==> config.mk <==
export PLATFORM = sky130hd
export DESIGN_NAME = rpc_cmd_gate
export DESIGN_NICKNAME = d
export VERILOG_FILES = /design/src/rtl/rpc_pkg.sv /design/src/rtl/rpc_cmd_ctrl.sv /design/src/rtl/rpc_cmd_dp.sv /design/src/rtl/rpc_cmd_gate.sv
export SDC_FILE = /design/constraint.sdc
export NUM_CORES = 1
export LEC_CHECK = 0
export BUFFER_PORTS_ARGS = -buffer_cell sky130_fd_sc_hd__buf_4
export CAP_MARGIN = 40
export CORE_MARGIN = 2
export CORE_UTILIZATION = 33
export CTS_CLUSTER_SIZE = 10
export DETAILED_ROUTE_END_ITERATION = 8
export PLACE_DENSITY_LB_ADDON = 0.2
export SYNTH_ARGS = -nofsm -noshare
export SYNTH_HDL_FRONTEND = slang
export SYNTH_SLANG_ARGS = --single-unit
==> constraint.sdc <==
create_clock -name clk -period 1.2 [get_ports clk]
set_input_delay 0.18 -clock clk [delete_from_list [all_inputs] [get_ports clk]]
set_output_delay 0.18 -clock clk [all_outputs]
set_load 0.1 [all_outputs]
==> src/rtl/rpc_pkg.sv <==
package rpc_pkg;
  localparam int CMD_W = 16;
  localparam int LANES = CMD_W / 8;
  localparam logic [CMD_W-1:0] CMD_WR_MASK = 16'h0547;

  localparam int BIT_IO_EN   = 0;
  localparam int BIT_MEM_EN  = 1;
  localparam int BIT_BM_EN   = 2;
  localparam int BIT_PAR_EN  = 6;
  localparam int BIT_SERR_EN = 8;
  localparam int BIT_INT_DIS = 10;

  typedef struct packed {
    logic             rdSel;
    logic [LANES-1:0] wrLane;
  } cmdStrobe_t;
endpackage

==> src/rtl/rpc_cmd_ctrl.sv <==
module rpc_cmd_ctrl
  import rpc_pkg::*;
#(
  parameter int CFG_ADDR_W = 8,
  parameter logic [CFG_ADDR_W-1:0] CMD_OFFSET = 'h04
) (
  input  logic                  clk,
  input  logic                  rstN,
  input  logic [CFG_ADDR_W-1:0] cfgAddr,
  input  logic                  cfgWr,
  input  logic [LANES-1:0]      cfgByteEn,
  input  logic                  intDis,
  input  logic                  serrEn,
  input  logic                  portEvent,
  input  logic                  msiEn,
  input  logic                  sysErrStatus,
  output cmdStrobe_t            strobe,
  output logic                  intxOwn,
  output logic                  intxAssertMsg,
  output logic                  intxDeassertMsg,
  output logic                  serrMsg
);
  logic addrHit;
  logic intxWant;
  logic serrArm;
  logic serrArmQ;

  assign addrHit = (cfgAddr == CMD_OFFSET);

  always_comb begin
    strobe.rdSel = addrHit;
    for (int i = 0; i < LANES; i++) begin
      strobe.wrLane[i] = cfgWr & addrHit & cfgByteEn[i];
    end
  end

  // Own interrupt is a level; edges of that level become messages.
  assign intxWant = portEvent & ~intDis & ~msiEn;

  always_ff @(posedge clk) begin
    if (!rstN) begin
      intxOwn         <= 1'b0;
      intxAssertMsg   <= 1'b0;
      intxDeassertMsg <= 1'b0;
    end else begin
      intxOwn         <= intxWant;
      intxAssertMsg   <= intxWant & ~intxOwn;
      intxDeassertMsg <= ~intxWant & intxOwn;
    end
  end

  // System-error message on the rising edge of (status AND enable).
  assign serrArm = sysErrStatus & serrEn;

  always_ff @(posedge clk) begin
    if (!rstN) begin
      serrArmQ <= 1'b0;
      serrMsg  <= 1'b0;
    end else begin
      serrArmQ <= serrArm;
      serrMsg  <= serrArm & ~serrArmQ;
    end
  end
endmodule

==> src/rtl/rpc_cmd_dp.sv <==
module rpc_cmd_dp
  import rpc_pkg::*;
(
  input  logic             clk,
  input  logic             rstN,
  input  cmdStrobe_t       strobe,
  input  logic [CMD_W-1:0] cfgWrData,
  output logic [CMD_W-1:0] cfgRdData,
  output logic [CMD_W-1:0] cmdWord,
  input  logic             dnReq,
  output logic             dnFwd,
  output logic             dnAbort,
  input  logic             upMemReq,
  input  logic             upMemHit,
  output logic             upMemFwd,
  output logic             upMemAbort,
  input  logic             upIoReq,
  input  logic             upIoHit,
  output logic             upIoFwd,
  output logic             upIoAbort
);
  logic [CMD_W-1:0] cmdQ;

  for (genvar ln = 0; ln < LANES; ln++) begin : g_lane
    always_ff @(posedge clk) begin
      if (!rstN) begin
        cmdQ[ln*8 +: 8] <= '0;
      end else if (strobe.wrLane[ln]) begin
        cmdQ[ln*8 +: 8] <= cfgWrData[ln*8 +: 8] & CMD_WR_MASK[ln*8 +: 8];
      end
    end
  end

  assign cmdWord   = cmdQ;
  assign cfgRdData = strobe.rdSel ? cmdQ : '0;

  logic memHit;
  logic ioHit;
  assign memHit = upMemReq & upMemHit;
  assign ioHit  = upIoReq & upIoHit;

  assign dnFwd      = dnReq  &  cmdQ[BIT_BM_EN];
  assign dnAbort    = dnReq  & ~cmdQ[BIT_BM_EN];
  assign upMemFwd   = memHit &  cmdQ[BIT_MEM_EN];
  assign upMemAbort = memHit & ~cmdQ[BIT_MEM_EN];
  assign upIoFwd    = ioHit  &  cmdQ[BIT_IO_EN];
  assign upIoAbort  = ioHit  & ~cmdQ[BIT_IO_EN];
endmodule

==> src/rtl/rpc_cmd_gate.sv <==
module rpc_cmd_gate
  import rpc_pkg::*;
#(
  parameter int CFG_ADDR_W = 8,
  parameter logic [CFG_ADDR_W-1:0] CMD_OFFSET = 'h04
) (
  input  logic                  clk,
  input  logic                  rstN,
  input  logic [CFG_ADDR_W-1:0] cfgAddr,
  input  logic                  cfgWr,
  input  logic [1:0]            cfgByteEn,
  input  logic [15:0]           cfgWrData,
  output logic [15:0]           cfgRdData,
  input  logic                  dnReq,
  output logic                  dnFwd,
  output logic                  dnAbort,
  input  logic                  upMemReq,
  input  logic                  upMemHit,
  output logic                  upMemFwd,
  output logic                  upMemAbort,
  input  logic                  upIoReq,
  input  logic                  upIoHit,
  output logic                  upIoFwd,
  output logic                  upIoAbort,
  input  logic                  portEvent,
  input  logic                  msiEn,
  output logic                  intxOwn,
  output logic                  intxAssertMsg,
  output logic                  intxDeassertMsg,
  input  logic                  dnIntxAssert,
  input  logic                  dnIntxDeassert,
  output logic                  fwdIntxAssert,
  output logic                  fwdIntxDeassert,
  input  logic                  sysErrStatus,
  output logic                  serrMsg,
  output logic                  parErrRespEn
);
  cmdStrobe_t       strobe;
  logic [CMD_W-1:0] cmdWord;

  rpc_cmd_ctrl #(.CFG_ADDR_W(CFG_ADDR_W), .CMD_OFFSET(CMD_OFFSET)) ctrl_i (
    .clk(clk), .rstN(rstN), .cfgAddr(cfgAddr), .cfgWr(cfgWr), .cfgByteEn(cfgByteEn),
    .intDis(cmdWord[BIT_INT_DIS]), .serrEn(cmdWord[BIT_SERR_EN]),
    .portEvent(portEvent), .msiEn(msiEn), .sysErrStatus(sysErrStatus),
    .strobe(strobe), .intxOwn(intxOwn), .intxAssertMsg(intxAssertMsg),
    .intxDeassertMsg(intxDeassertMsg), .serrMsg(serrMsg)
  );

  rpc_cmd_dp dp_i (
    .clk(clk), .rstN(rstN), .strobe(strobe), .cfgWrData(cfgWrData),
    .cfgRdData(cfgRdData), .cmdWord(cmdWord),
    .dnReq(dnReq), .dnFwd(dnFwd), .dnAbort(dnAbort),
    .upMemReq(upMemReq), .upMemHit(upMemHit), .upMemFwd(upMemFwd), .upMemAbort(upMemAbort),
    .upIoReq(upIoReq), .upIoHit(upIoHit), .upIoFwd(upIoFwd), .upIoAbort(upIoAbort)
  );

  // Downstream interrupt messages bypass the interrupt-disable and MSI gating.
  assign fwdIntxAssert   = dnIntxAssert;
  assign fwdIntxDeassert = dnIntxDeassert;
  assign parErrRespEn    = cmdWord[BIT_PAR_EN];
endmodule

Word level (Yosys, flattened, before mapping)
Index checks and enable logic that the tools add are counted.
{ "word_totals": {"reg_bits": 11, "input_bits": 39, "output_inout_bits": 29, "elab_cells": 34} }
{ "op_classes": {"n_eq_ne": 1, "n_mux": 1, "n_bitwise": 25} }
{ "ops": {"columns": ["op", "count"], "rows": [
  ["1-bit AND", 17],
  ["11-bit two-way mux", 1],
  ["8-bit by 3-bit == test with 1-bit output, second input constant", 1],
  ["1-bit NOT", 8]
]} }

Longest topological paths before layout
Gate-level depths: netlist of run 1.
{ "depth": {"ltp_word": 5, "depth_mapped": 3, "depth_no_buf": 3} }

Hierarchy
Synthesis of run 1 repeated with hierarchy kept, for this count alone.
{ "hier_totals": {"cells_unflattened": 76, "area_unflattened_um2": 680.7} }
{ "modules_own_cells": {"columns": ["module", "instances", "cells_each", "area_per_inst_um2", "seq_area_each_um2"], "rows": [
  ["rpc_cmd_dp", 1, 54, 460.4, 120.1],
  ["rpc_cmd_ctrl", 1, 20, 205.2, 100.1],
  ["rpc_cmd_gate", 1, 2, 15.0, 0.0]
]} }

Least setup slack after synthesis of run 1
OpenSTA, ideal clock, no wires.
{ "synth_path": {"path_kind": "reg2out", "start": "register dp_i.cmdQ[6], in the netlist dp_i.cmdWord[6]", "end": "output port cfgRdData[6]", "t_arrival_ns": 1.866, "required_ns": 1.020, "path_slack_ns": -0.846, "path_stages_with_launch": 2, "path_buffers": 0, "path_cell_list": "dfxtp_1 > and3_1"} }
{ "synth_via": {"elab_chain_cells": 1} }
{ "synth_rtl": {"columns": ["element", "line_no", "text"], "rows": [
  ["start: declaration", "rpc_cmd_dp.sv:22", "logic [CMD_W-1:0] cmdQ;"],
  ["start signal: indexed assignment", "rpc_cmd_dp.sv:29", "cmdQ[ln*8 +: 8] <= cfgWrData[ln*8 +: 8] & CMD_WR_MASK[ln*8 +: 8];"],
  ["11-bit two-way mux", "rpc_cmd_dp.sv:35", "assign cfgRdData = strobe.rdSel ? cmdQ : '0;"],
  ["end: declaration", "rpc_cmd_gate.sv:13", "output logic [15:0] cfgRdData,"]
]} }
No other way between the ends.

Final worst setup path of run 1
{ "layout_path": {"start": "input port cfgAddr[6]", "end": "output port cfgRdData[6]"} }
{ "layout_via": {"elab_chain_cells": 2} }
{ "layout_rtl": {"columns": ["element", "line_no", "text"], "rows": [
  ["start: declaration", "rpc_cmd_gate.sv:9", "input logic [CFG_ADDR_W-1:0] cfgAddr,"],
  ["8-bit by 3-bit == test with 1-bit output", "rpc_cmd_ctrl.sv:28", "assign addrHit = (cfgAddr == CMD_OFFSET);"],
  ["11-bit two-way mux", "rpc_cmd_dp.sv:35", null]
]} }
No other way between the ends.

==> flow_summary.json, run 1 <==
{
  "status": "finished, violations left",
  "violations": "negative setup slack",
  "clkTransAtPathRegs_ns": 0.07,
  "drive_gt1_share_pct": 63.5,
  "combinationalPowerShare_pct": 35.5,
  "clockBufferDepth": 2,
  "skew_ns": 0.000293,
  "p_sw_share_pct": 39.6,
  "pre_cts_ws_ns": -0.195,
  "drt_wl_total_um": 1620,
  "vias_per_cell": 4.38,
  "internal_power_uw": 580,
  "final_antenna_net_count": 0,
  "clockRootBuffer": "clkbuf_4",
  "cts_max_level": 1,
  "postCtsHoldBufs": 0,
  "critPathLaunch": "cfgAddr[6]",
  "cts_num_sinks": 11,
  "whs_path_depth": 2,
  "synth.distinct_cells": 18,
  "ys_seq_elements": 11,
  "synthCells": 67,
  "clkPwrFrac_pct": 26.4,
  "hold_viol": 0,
  "grt_pass1_vias": 547,
  "nets": 155,
  "design.core.area_um2": 1760,
  "ys_warn_count": 0,
  "die_width_um": 47.5,
  "startpoint_type": "primary input",
  "synth_edf_count": 0,
  "synth_most_common_cell": "nand2_1",
  "ys.flop_type": "dfxtp_1",
  "dpl.cell_count": 134,
  "seqPwrFrac_pct": 38.1,
  "fin_crit_ns": 1.26,
  "yosysSeqAreaShare_pct": 35.2,
  "dr.pass1.iters": 4,
  "finalNonFillerCells": 140,
  "die_area_um2": 2260,
  "netSwitchingPower_uw": 381,
  "critical_path_arrival_ns": 1.08,
  "fin_crit_sh_pct": 105,
  "crit_fanout": 8,
  "met2_usage_pct": 27.6,
  "drc": 0,
  "async_flop_share_pct": 0,
  "crit_path_end_kind": "primary output",
  "post-synth-top-area-fraction_pct": 35.2,
  "worstPathRequired_ns": 1.02,
  "cts-buffers-inserted": 3,
  "syn_area_um2": 626,
  "crit_top_cell": "buf_6",
  "busiest_layer": "met2",
  "insertion_delay_ns": 0.27,
  "power_density_nw_per_um2": 806,
  "dieHeight_um": 47.5,
  "antenna_found_initial": 0,
  "cp_cell_sequence": "buf_6, nor4_4, buf_6, and3_4, buf_12",
  "slew_violations": 0,
  "wire_per_inst_um": 11.6,
  "grt_pass1_wl_um": 2390,
  "p_leak_uw": 0.000601,
  "rows": 15,
  "setup_viol": 6,
  "grt.total_usage_pct": 15.6,
  "min_path_type": "in2reg",
  "io_buffers": 43,
  "yosys.area.top_type": "dfxtp_1",
  "grt_max_degree": 16,
  "yosys-top-cells-area": "dfxtp_1 (35%), buf_4 (14%), mux2i_1 (9.6%), nand2_1 (8.4%), and3_1 (5.0%)",
  "place_congestion": 0.702,
  "rr_worst_depth": 2,
  "met3_usage_pct": 6.42,
  "cap_viol_max_count": 0,
  "place_hpwl_um": 1160,
  "grtUsageMet1_pct": 16.8,
  "overflow": 0,
  "rr_endpoint": "ctrl_i.intxAssertMsg$_SDFF_PN0_",
  "hp-start": "msiEn",
  "critPathSlowestCell": "nor4_4",
  "vias": 613,
  "r2r-start": "dp_i.cmdWord[10]$_SDFFE_PN0P_",
  "io_pins": 68,
  "postSynthAreaPerCell_um2": 9.34,
  "max_freq_ghz": 0.792,
  "syn_to_final_growth_pct": 90.4,
  "critPathMaxStageDelay_ns": 0.27,
  "cts_tree": "yes",
  "peakVddDrop_uv": 600,
  "criticalPathCategory": "in2out",
  "ys_top_cells_by_count": "nand2_1 (14), buf_4 (12), dfxtp_1 (11)",
  "hold_end": "ctrl_i.intxOwn$_SDFF_PN0_",
  "final.setup.tns_ns": -0.343,
  "initial_core_util_pct": 35.5,
  "drtIter0Drc": 1,
  "rsz0062_at_grt": "true",
  "reg2reg_slack_ns": 0.30,
  "layout_setup_ws_ns": -0.0627,
  "diodes": 0,
  "num-fill-cells": 150
}
-- layout by cell type, fill, tap and decap left out, drive strengths merged --
master / count
and2: 1
and3: 9
buf: 48
clkbuf: 3
clkinv: 1
conb: 10
dfxtp: 11
inv: 1
mux2i: 6
nand2: 14
nand4: 2
nor2: 2
nor2b: 3
nor4: 1
nor4b: 2
o311a: 1
-- sequential cells by signal (all words and copies together) (netlist names) --
name,cells
dp_i.cmdWord,6
ctrl_i.intxAssertMsg,1
ctrl_i.intxDeassertMsg,1
ctrl_i.intxOwn,1
ctrl_i.serrArmQ,1
ctrl_i.serrMsg,1
-- layout make-up --
cell class	count	area [um2]	share of cell area [%]
clock buffer	3	22.5	1.89
clock inverter	1	5.00	0.420
inverter	1	3.75	0.315
multi-input combinational	51	390	32.8
sequential	11	231	19.4
tap	25	31.3	2.63
timing repair buffer	48	507	42.5
-- kinds of logic (layout without fill, tap and decap cells) --
kind of cell	count (synthesis)	after routing	synth area share [%]
AOI/OAI and AO/OA	1	1	1.60
buffers and inverters	14	53	15.6
DFF	11	11	35.2
muxes	6	6	9.60
other	1	10	0.599
and+or+nand+nor	34	34	37.4
-- metrics by stage --
stage | utilization [%] | power (uW) | cell area (um2) | hold WS, ns
floorplan | - | 664 | 703 | 0.257
global placement | 55.9 | 702 | 986 | 0.360
detailed placement | 55.9 | 705 | 986 | 0.361
CTS | 66.7 | 968 | 1180 | 0.0691
global route | 67.5 | 1000 | 1190 | 0.0736
finish | 67.5 | 960 | 1190 | 0.0724
-- timing repair --
action                                 in CTS  in global routing
setup endpoints to repair                  11                 10
endpoints found under the hold margin       0                  0
cloned                                      0                  0
setup buffers                               2                  0
pin swaps                                   7                  4
gates resized for setup                    39                  4
-- worst max-delay path by stage --
stage               endpoint  slack (ns)  cells after the start
2_1_floorplan   cfgRdData[6]       -0.12                      1
5_1_grt         cfgRdData[8]       -0.10                      5
6_report        cfgRdData[6]       -0.06                      5
3_5_place_dp    cfgRdData[8]       -0.19                      5
3_3_place_gp   cfgRdData[10]       -0.20                      5
4_1_cts         cfgRdData[8]       -0.06                      5
-- worst max-delay path, delay by kind of cell --
family | cells | cell delay, ns
buffers and inverters | 3 | 0.43
AND/OR/NAND/NOR | 2 | 0.47
-- power by group through the flow --
stage	clock network, uW	logic [uW]	registers, uW
after floorplan	0	260	404
after global placement	0	324	379
after detailed placement	0	326	379
after CTS	263	337	368
after global routing	282	354	366
final	254	341	366
-- metal layers --
layer  up-vias  wire length (um)
met1       278               587
met3         2               162
met2        33               854
met5         -                 0
li1        300                 -
met4         0                19
(Power assumes the default switching activity.)
==> run 2, diff against run 1 <==
--- a/config.mk
+++ b/config.mk
@@ -5,10 +5,10 @@
 export SDC_FILE = /design/constraint.sdc
 export NUM_CORES = 1
 export LEC_CHECK = 0
+export ABC_AREA = 1
 export BUFFER_PORTS_ARGS = -buffer_cell sky130_fd_sc_hd__buf_4
-export CAP_MARGIN = 40
 export CORE_MARGIN = 2
-export CORE_UTILIZATION = 33
+export CORE_UTILIZATION = 35
 export CTS_CLUSTER_SIZE = 10
 export DETAILED_ROUTE_END_ITERATION = 8
 export PLACE_DENSITY_LB_ADDON = 0.2
==> run 2 against run 1 <==
Routed wire length grew 1.2%; register-to-register slack gained 0.12 ns; synthesized cell count rose by 58%; combinational power grew 4%; largest cell class unchanged; first-iteration DRC count increased to 7.0 times the previous value; worst hold slack improved by 0.10 ns; setup slack improved by 0.023 ns; fmax up 1.9%; clock skew increased by 0.0058 ns; the flow still finishes with violations (negative setup slack).
==> flow_summary.json, run 2 <==
{
  "finalNonFillerCells": 175,
  "critical_path_arrival_ns": 1.06,
  "synth_most_common_cell": "inv_1",
  "p_leak_uw": 0.000622,
  "nets": 190,
  "synth_mux_area_share_pct": 0,
  "antenna_found_initial": 0,
  "setup_viol": 3,
  "yosys.area.top_type": "dfxtp_1",
  "min_path_type": "in2reg",
  "met3_usage_pct": 2.59,
  "clockRootBuffer": "clkbuf_4",
  "ys_warn_count": 0,
  "rsz0062_at_grt": "true",
  "layout_commonest_cell": "buf_4",
  "grt_pass1_vias": 662,
  "critPathSlowestCell": "dfxtp_2",
  "drtIter0Drc": 7,
  "initial_core_util_pct": 38.3,
  "async_flop_share_pct": 0,
  "hold_end": "ctrl_i.serrMsg$_SDFF_PN0_",
  "cts_setup_buffers": 0,
  "rr_worst_depth": 4,
  "ys_seq_elements": 11,
  "violations": "negative setup slack",
  "place_hpwl_um": 1270,
  "path_buf_inv": 2,
  "synthXorXnorAreaFrac_pct": 0,
  "yosys.area_share.simple_pct": 36.8,
  "postSynthAreaPerCell_um2": 6.44,
  "hp-start": "sysErrStatus",
  "skew_ns": 0.00606,
  "max_freq_ghz": 0.807,
  "r2r-start": "dp_i.cmdWord[10]$_SDFFE_PN0P_",
  "rr_endpoint": "ctrl_i.intxDeassertMsg$_SDFF_PN0_",
  "hold_viol": 0,
  "layout_setup_ws_ns": -0.0397,
  "whs_path_depth": 3,
  "drt_wl_total_um": 1640,
  "layout_common_cells": "buf_4 (31), inv_1 (24), nand2_1 (14)",
  "rows": 15,
  "peakVddDrop_uv": 564,
  "dieHeight_um": 48.2,
  "criticalPathCategory": "reg2out",
  "cts_max_level": 1,
  "ys_top_cells_by_count": "inv_1 (29), nor2_1 (17), nand2_1 (15)",
  "cts_num_sinks": 11,
  "vias_per_cell": 4.15,
  "wire_per_inst_um": 9.39,
  "design.core.area_um2": 1780,
  "grt_max_degree": 9,
  "power_density_nw_per_um2": 765,
  "diodes": 0,
  "dpl_cell_area_um2": 1110,
  "clockBufferDepth": 2,
  "synth_edf_count": 0,
  "insertion_delay_ns": 0.27,
  "critPathMaxStageDelay_ns": 0.33,
  "startpoint_type": "flop",
  "num-fill-cells": 143,
  "synth_top_family_by_area": "simple AND/OR/NAND/NOR gates",
  "design_area_um2": 1270,
  "grtUsageMet1_pct": 17.2,
  "final_antenna_net_count": 0,
  "met2_usage_pct": 29.2,
  "syn_area_um2": 683,
  "drc": 0,
  "critPathTopFamily": "flip-flops",
  "postCtsHoldBufs": 0,
  "status": "finished, violations left",
  "clkTransAtPathRegs_ns": 0.07,
  "overflow": 0,
  "dpl.cell_count": 172,
  "die_area_um2": 2320,
  "cp.depth": 3,
  "drive_gt1_share_pct": 50.7,
  "synth.distinct_cells": 17,
  "grt_pass1_wl_um": 2550,
  "vias": 726,
  "crit_path_end_kind": "primary output",
  "largest_reg_flops": 6,
  "post-synth-top-area-fraction_pct": 32.2,
  "cp_cell_sequence": "buf_6, nor3_4, buf_12",
  "grt.total_usage_pct": 15.7,
  "cap_viol_max_count": 0,
  "slew_violations": 0,
  "yosys-top-cells-area": "dfxtp_1 (32%), inv_1 (16%), buf_4 (13%), nor2_1 (9.3%), nand2_1 (8.2%)",
  "yosys.area_share.adder_pct": 0,
  "yosysSeqAreaShare_pct": 32.2,
  "syn_to_final_growth_pct": 86.1,
  "io_buffers": 43,
  "synth_compound_area_share_pct": 0,
  "dr.pass1.iters": 4,
  "busiest_layer": "met2",
  "worstPathRequired_ns": 1.02,
  "whs_ns": 0.172,
  "reg2reg_slack_ns": 0.42,
  "cts-buffers-inserted": 3,
  "die_width_um": 48.2,
  "fin_crit_sh_pct": 103,
  "ys.flop_type": "dfxtp_1",
  "cts_tree": "yes",
  "place_congestion": 0.657,
  "synthCells": 106,
  "io_pins": 68,
  "fin_crit_ns": 1.24,
  "crit_fanout": 2
}
[run 2: cell count changes in the layout (fill, tap and decap cells not counted), moves of 6 or more]
cell and change:
and3_4 -8, inv_1 +23, mux2i_1 -6, nand4_1 +6, nor2_1 +8, nor2_4 +8
[run 2: final cells by class]
cell class,instances,area [um2],area share [%]
inverter,29,116,9.15
tap,25,31.3,2.46
sequential,11,229,18.0
multi-input combinational,61,399,31.4
clock buffer,4,26.3,2.07
timing repair buffer,45,469,36.9
[run 2: cells by family after synthesis]
| kind of cell | count (synthesis) |
|---|---|
| buf+inv | 43 |
| flops | 11 |
| other cells | 1 |
| simple gates | 51 |
[run 2: per-layer routing]
| metal | vias to the layer above | part of all wire, % |
|---|---|---|
| met5 | - | 0 |
| met3 | 0 | 7.8 |
| li1 | 383 | - |
| met1 | 305 | 38 |
| met2 | 38 | 54 |
| met4 | 0 | 0 |
[run 2: worst register-to-register path, stage by stage (launching register included)]
cell and delay [ns]:
dfxtp_1 0.30, inv_1 0.12, nand3b_1 0.14, nand3_1 0.09, inv_1 0.04
[run 2: metrics by stage]
step | utilization (%) | setup TNS, ns | power, uW | setup WS (ns)
after floorplan | - | -2.45 | 685 | -0.326
after global placement | 62.5 | -0.779 | 713 | -0.134
after detailed placement | 62.5 | -0.878 | 717 | -0.150
after CTS | 71.1 | -0.0720 | 981 | -0.0349
after global routing | 71.3 | -0.381 | 1010 | -0.0664
final | 71.3 | -0.0633 | 972 | -0.0397
[run 2: what timing repair did]
item,CTS,global route
pin swaps,6,0
resized for setup,43,1
endpoints found under the setup margin,11,10
[run 2: worst max-delay path by stage]
stage	start	to	slack, ns
floorplan	cfgAddr[7]	cfgRdData[0]	-0.33
global placement	cfgAddr[7]	cfgRdData[10]	-0.13
detailed placement	cfgAddr[5]	cfgRdData[10]	-0.15
CTS	dp_i.cmdWord[0]$_SDFFE_PN0P_	upIoAbort	-0.03
global route	dp_i.cmdWord[0]$_SDFFE_PN0P_	upIoAbort	-0.07
finish	dp_i.cmdWord[0]$_SDFFE_PN0P_	upIoAbort	-0.04
[run 2: where the power goes]
group          internal (uW)  switching [uW]  leakage, uW
clock                    129             121    0.0000150
combinational           90.9             264     0.000515
sequential               367            1.71    0.0000917
==> run 3, diff against run 2 <==
--- a/config.mk
+++ b/config.mk
@@ -7,7 +7,6 @@
 export LEC_CHECK = 0
 export ABC_AREA = 1
 export BUFFER_PORTS_ARGS = -buffer_cell sky130_fd_sc_hd__buf_4
-export CORE_MARGIN = 2
 export CORE_UTILIZATION = 35
 export CTS_CLUSTER_SIZE = 10
 export DETAILED_ROUTE_END_ITERATION = 8
==> run 3 against run 2 <==
The run still ends with negative setup slack left; cell count did not move; routed wire length fell by 3.0%; critical path type unchanged; setup slack improved by 0.0060 ns; register-to-register slack got worse by 0.03 ns; utilization fell by 0.21 points; via count did not move; critical path depth did not move; sequential share of layout area rose by 0.053 points; global-route usage rose by 0.61 points; design area fell by 0.29%; largest power group unchanged; clock power barely moved; critical endpoint unchanged; clock skew fell by 0.0037 ns.
==> flow_summary.json, run 3 (synthesized netlist as in run 2, its figures left out) <==
{
  "grt_pass1_wl_um": 2480,
  "dpl_cell_area_um2": 1110,
  "cp_cell_sequence": "buf_6, nor3_4, buf_12",
  "place_congestion": 0.668,
  "hp-start": "sysErrStatus",
  "die_area_um2": 2130,
  "fin_crit_ns": 1.23,
  "overflow": 0,
  "critPathTopFamily": "flip-flops",
  "grt_pass1_vias": 615,
  "slew_violations": 0,
  "startpoint_type": "flop",
  "syn_to_final_growth_pct": 85.5,
  "insertion_delay_ns": 0.26,
  "clockRootBuffer": "clkbuf_4",
  "critPathSlowestCell": "dfxtp_2",
  "power_density_nw_per_um2": 769,
  "peakVddDrop_uv": 594,
  "design_area_um2": 1270,
  "rr_worst_depth": 4,
  "hold_end": "ctrl_i.serrMsg$_SDFF_PN0_",
  "setup_viol": 3,
  "initial_core_util_pct": 38.3,
  "dr.pass1.iters": 4,
  "criticalPathCategory": "reg2out",
  "layout_setup_ws_ns": -0.0337,
  "final_antenna_net_count": 0,
  "clkTransAtPathRegs_ns": 0.07,
  "violations": "negative setup slack",
  "max_freq_ghz": 0.811,
  "grt.total_usage_pct": 16.3,
  "layout_commonest_cell": "buf_4",
  "vias": 726,
  "io_pins": 68,
  "fin_crit_sh_pct": 103,
  "rsz0062_at_grt": "true",
  "dpl.cell_count": 172,
  "die_width_um": 46.2,
  "whs_ns": 0.172,
  "grt_max_degree": 9,
  "crit_path_end_kind": "primary output",
  "layout_common_cells": "buf_4 (31), inv_1 (25), nand2_1 (15)",
  "cts-buffers-inserted": 3,
  "cts_max_level": 1,
  "critical_path_arrival_ns": 1.05,
  "largest_reg_flops": 6,
  "final.setup.tns_ns": -0.0549,
  "r2r-start": "dp_i.cmdWord[10]$_SDFFE_PN0P_",
  "critPathMaxStageDelay_ns": 0.34,
  "reg2reg_slack_ns": 0.39,
  "finalNonFillerCells": 175,
  "crit_fanout": 2,
  "drc": 0,
  "cts_num_sinks": 11,
  "nets": 190,
  "design.core.area_um2": 1780,
  "diodes": 0,
  "drive_gt1_share_pct": 48.0,
  "status": "finished, violations left",
  "clockBufferDepth": 2,
  "rr_endpoint": "ctrl_i.intxDeassertMsg$_SDFF_PN0_",
  "whs_path_depth": 3,
  "cap_viol_max_count": 0,
  "cts_setup_buffers": 0,
  "dieHeight_um": 46.2,
  "drt_wl_total_um": 1590,
  "p_leak_uw": 0.000622,
  "cts_tree": "yes",
  "postCtsHoldBufs": 0,
  "hold_viol": 0,
  "wire_per_inst_um": 9.11,
  "worstPathRequired_ns": 1.02,
  "vias_per_cell": 4.15,
  "drtIter0Drc": 3,
  "place_hpwl_um": 1240,
  "num-fill-cells": 138,
  "skew_ns": 0.00237,
  "path_buf_inv": 2,
  "min_path_type": "in2reg",
  "rows": 15,
  "antenna_found_initial": 0,
  "io_buffers": 43
}
-- run 3: cell counts in the layout (fill, tap and decap cells not counted) --
Identical to the previous run, type by type.
-- run 3: worst register-to-register path, delay by kind of cell, from the launching register on --
kind                   cells  cell delay [ns]
DFF                        1             0.30
and+or+nand+nor            2             0.24
buffers and inverters      2             0.17
-- run 3: worst max-delay path by stage --
stage / startpoint / slack (ns) / end / cells past startpoint
floorplan: cfgAddr[7] / -0.33 / cfgRdData[0] / 5
global placement: cfgAddr[7] / -0.12 / cfgRdData[8] / 8
detailed placement: cfgAddr[7] / -0.13 / cfgRdData[2] / 8
CTS: dp_i.cmdWord[0]$_SDFFE_PN0P_ / -0.03 / upIoAbort / 3
global route: dp_i.cmdWord[0]$_SDFFE_PN0P_ / -0.06 / upIoAbort / 3
finish: dp_i.cmdWord[0]$_SDFFE_PN0P_ / -0.03 / upIoAbort / 3
-- run 3: power breakdown --
group	internal, uW	switching, uW	total [uW]
Sequential	367	1.99	369
Combinational	92.5	262	354
Clock	129	123	252
-- run 3: repair_timing --
action / 4_1_cts / 5_1_grt
pin swaps: 7 / 3
gates resized for setup: 38 / 3
setup endpoints to repair: 11 / 11
-- run 3: area by class of cell --
class | count | area (um2) | share of cell area [%]
multi-input combinational | 61 | 387 | 30.5
inverter | 29 | 116 | 9.18
timing repair buffer | 45 | 478 | 37.7
clock buffer | 4 | 26.3 | 2.07
sequential | 11 | 229 | 18.1
tap | 25 | 31.3 | 2.47
-- run 3: per-stage QoR --
| stage | worst slack (ns) | power, uW | utilization [%] |
|---|---|---|---|
| after floorplan | -0.326 | 685 | - |
| after global placement | -0.124 | 714 | 62.5 |
| after CTS | -0.0300 | 975 | 70.4 |
| after global routing | -0.0648 | 1020 | 71.1 |
| final | -0.0337 | 975 | 71.1 |
| after detailed placement | -0.127 | 718 | 62.5 |
-- run 3: layer usage --
metal	vias to the layer above	wire length, um	track usage, %
li1	379	-	-
met1	310	628	19.2
met2	35	829	27.6
met3	2	119	2.35
met4	0	17	9.41
met5	-	0	0
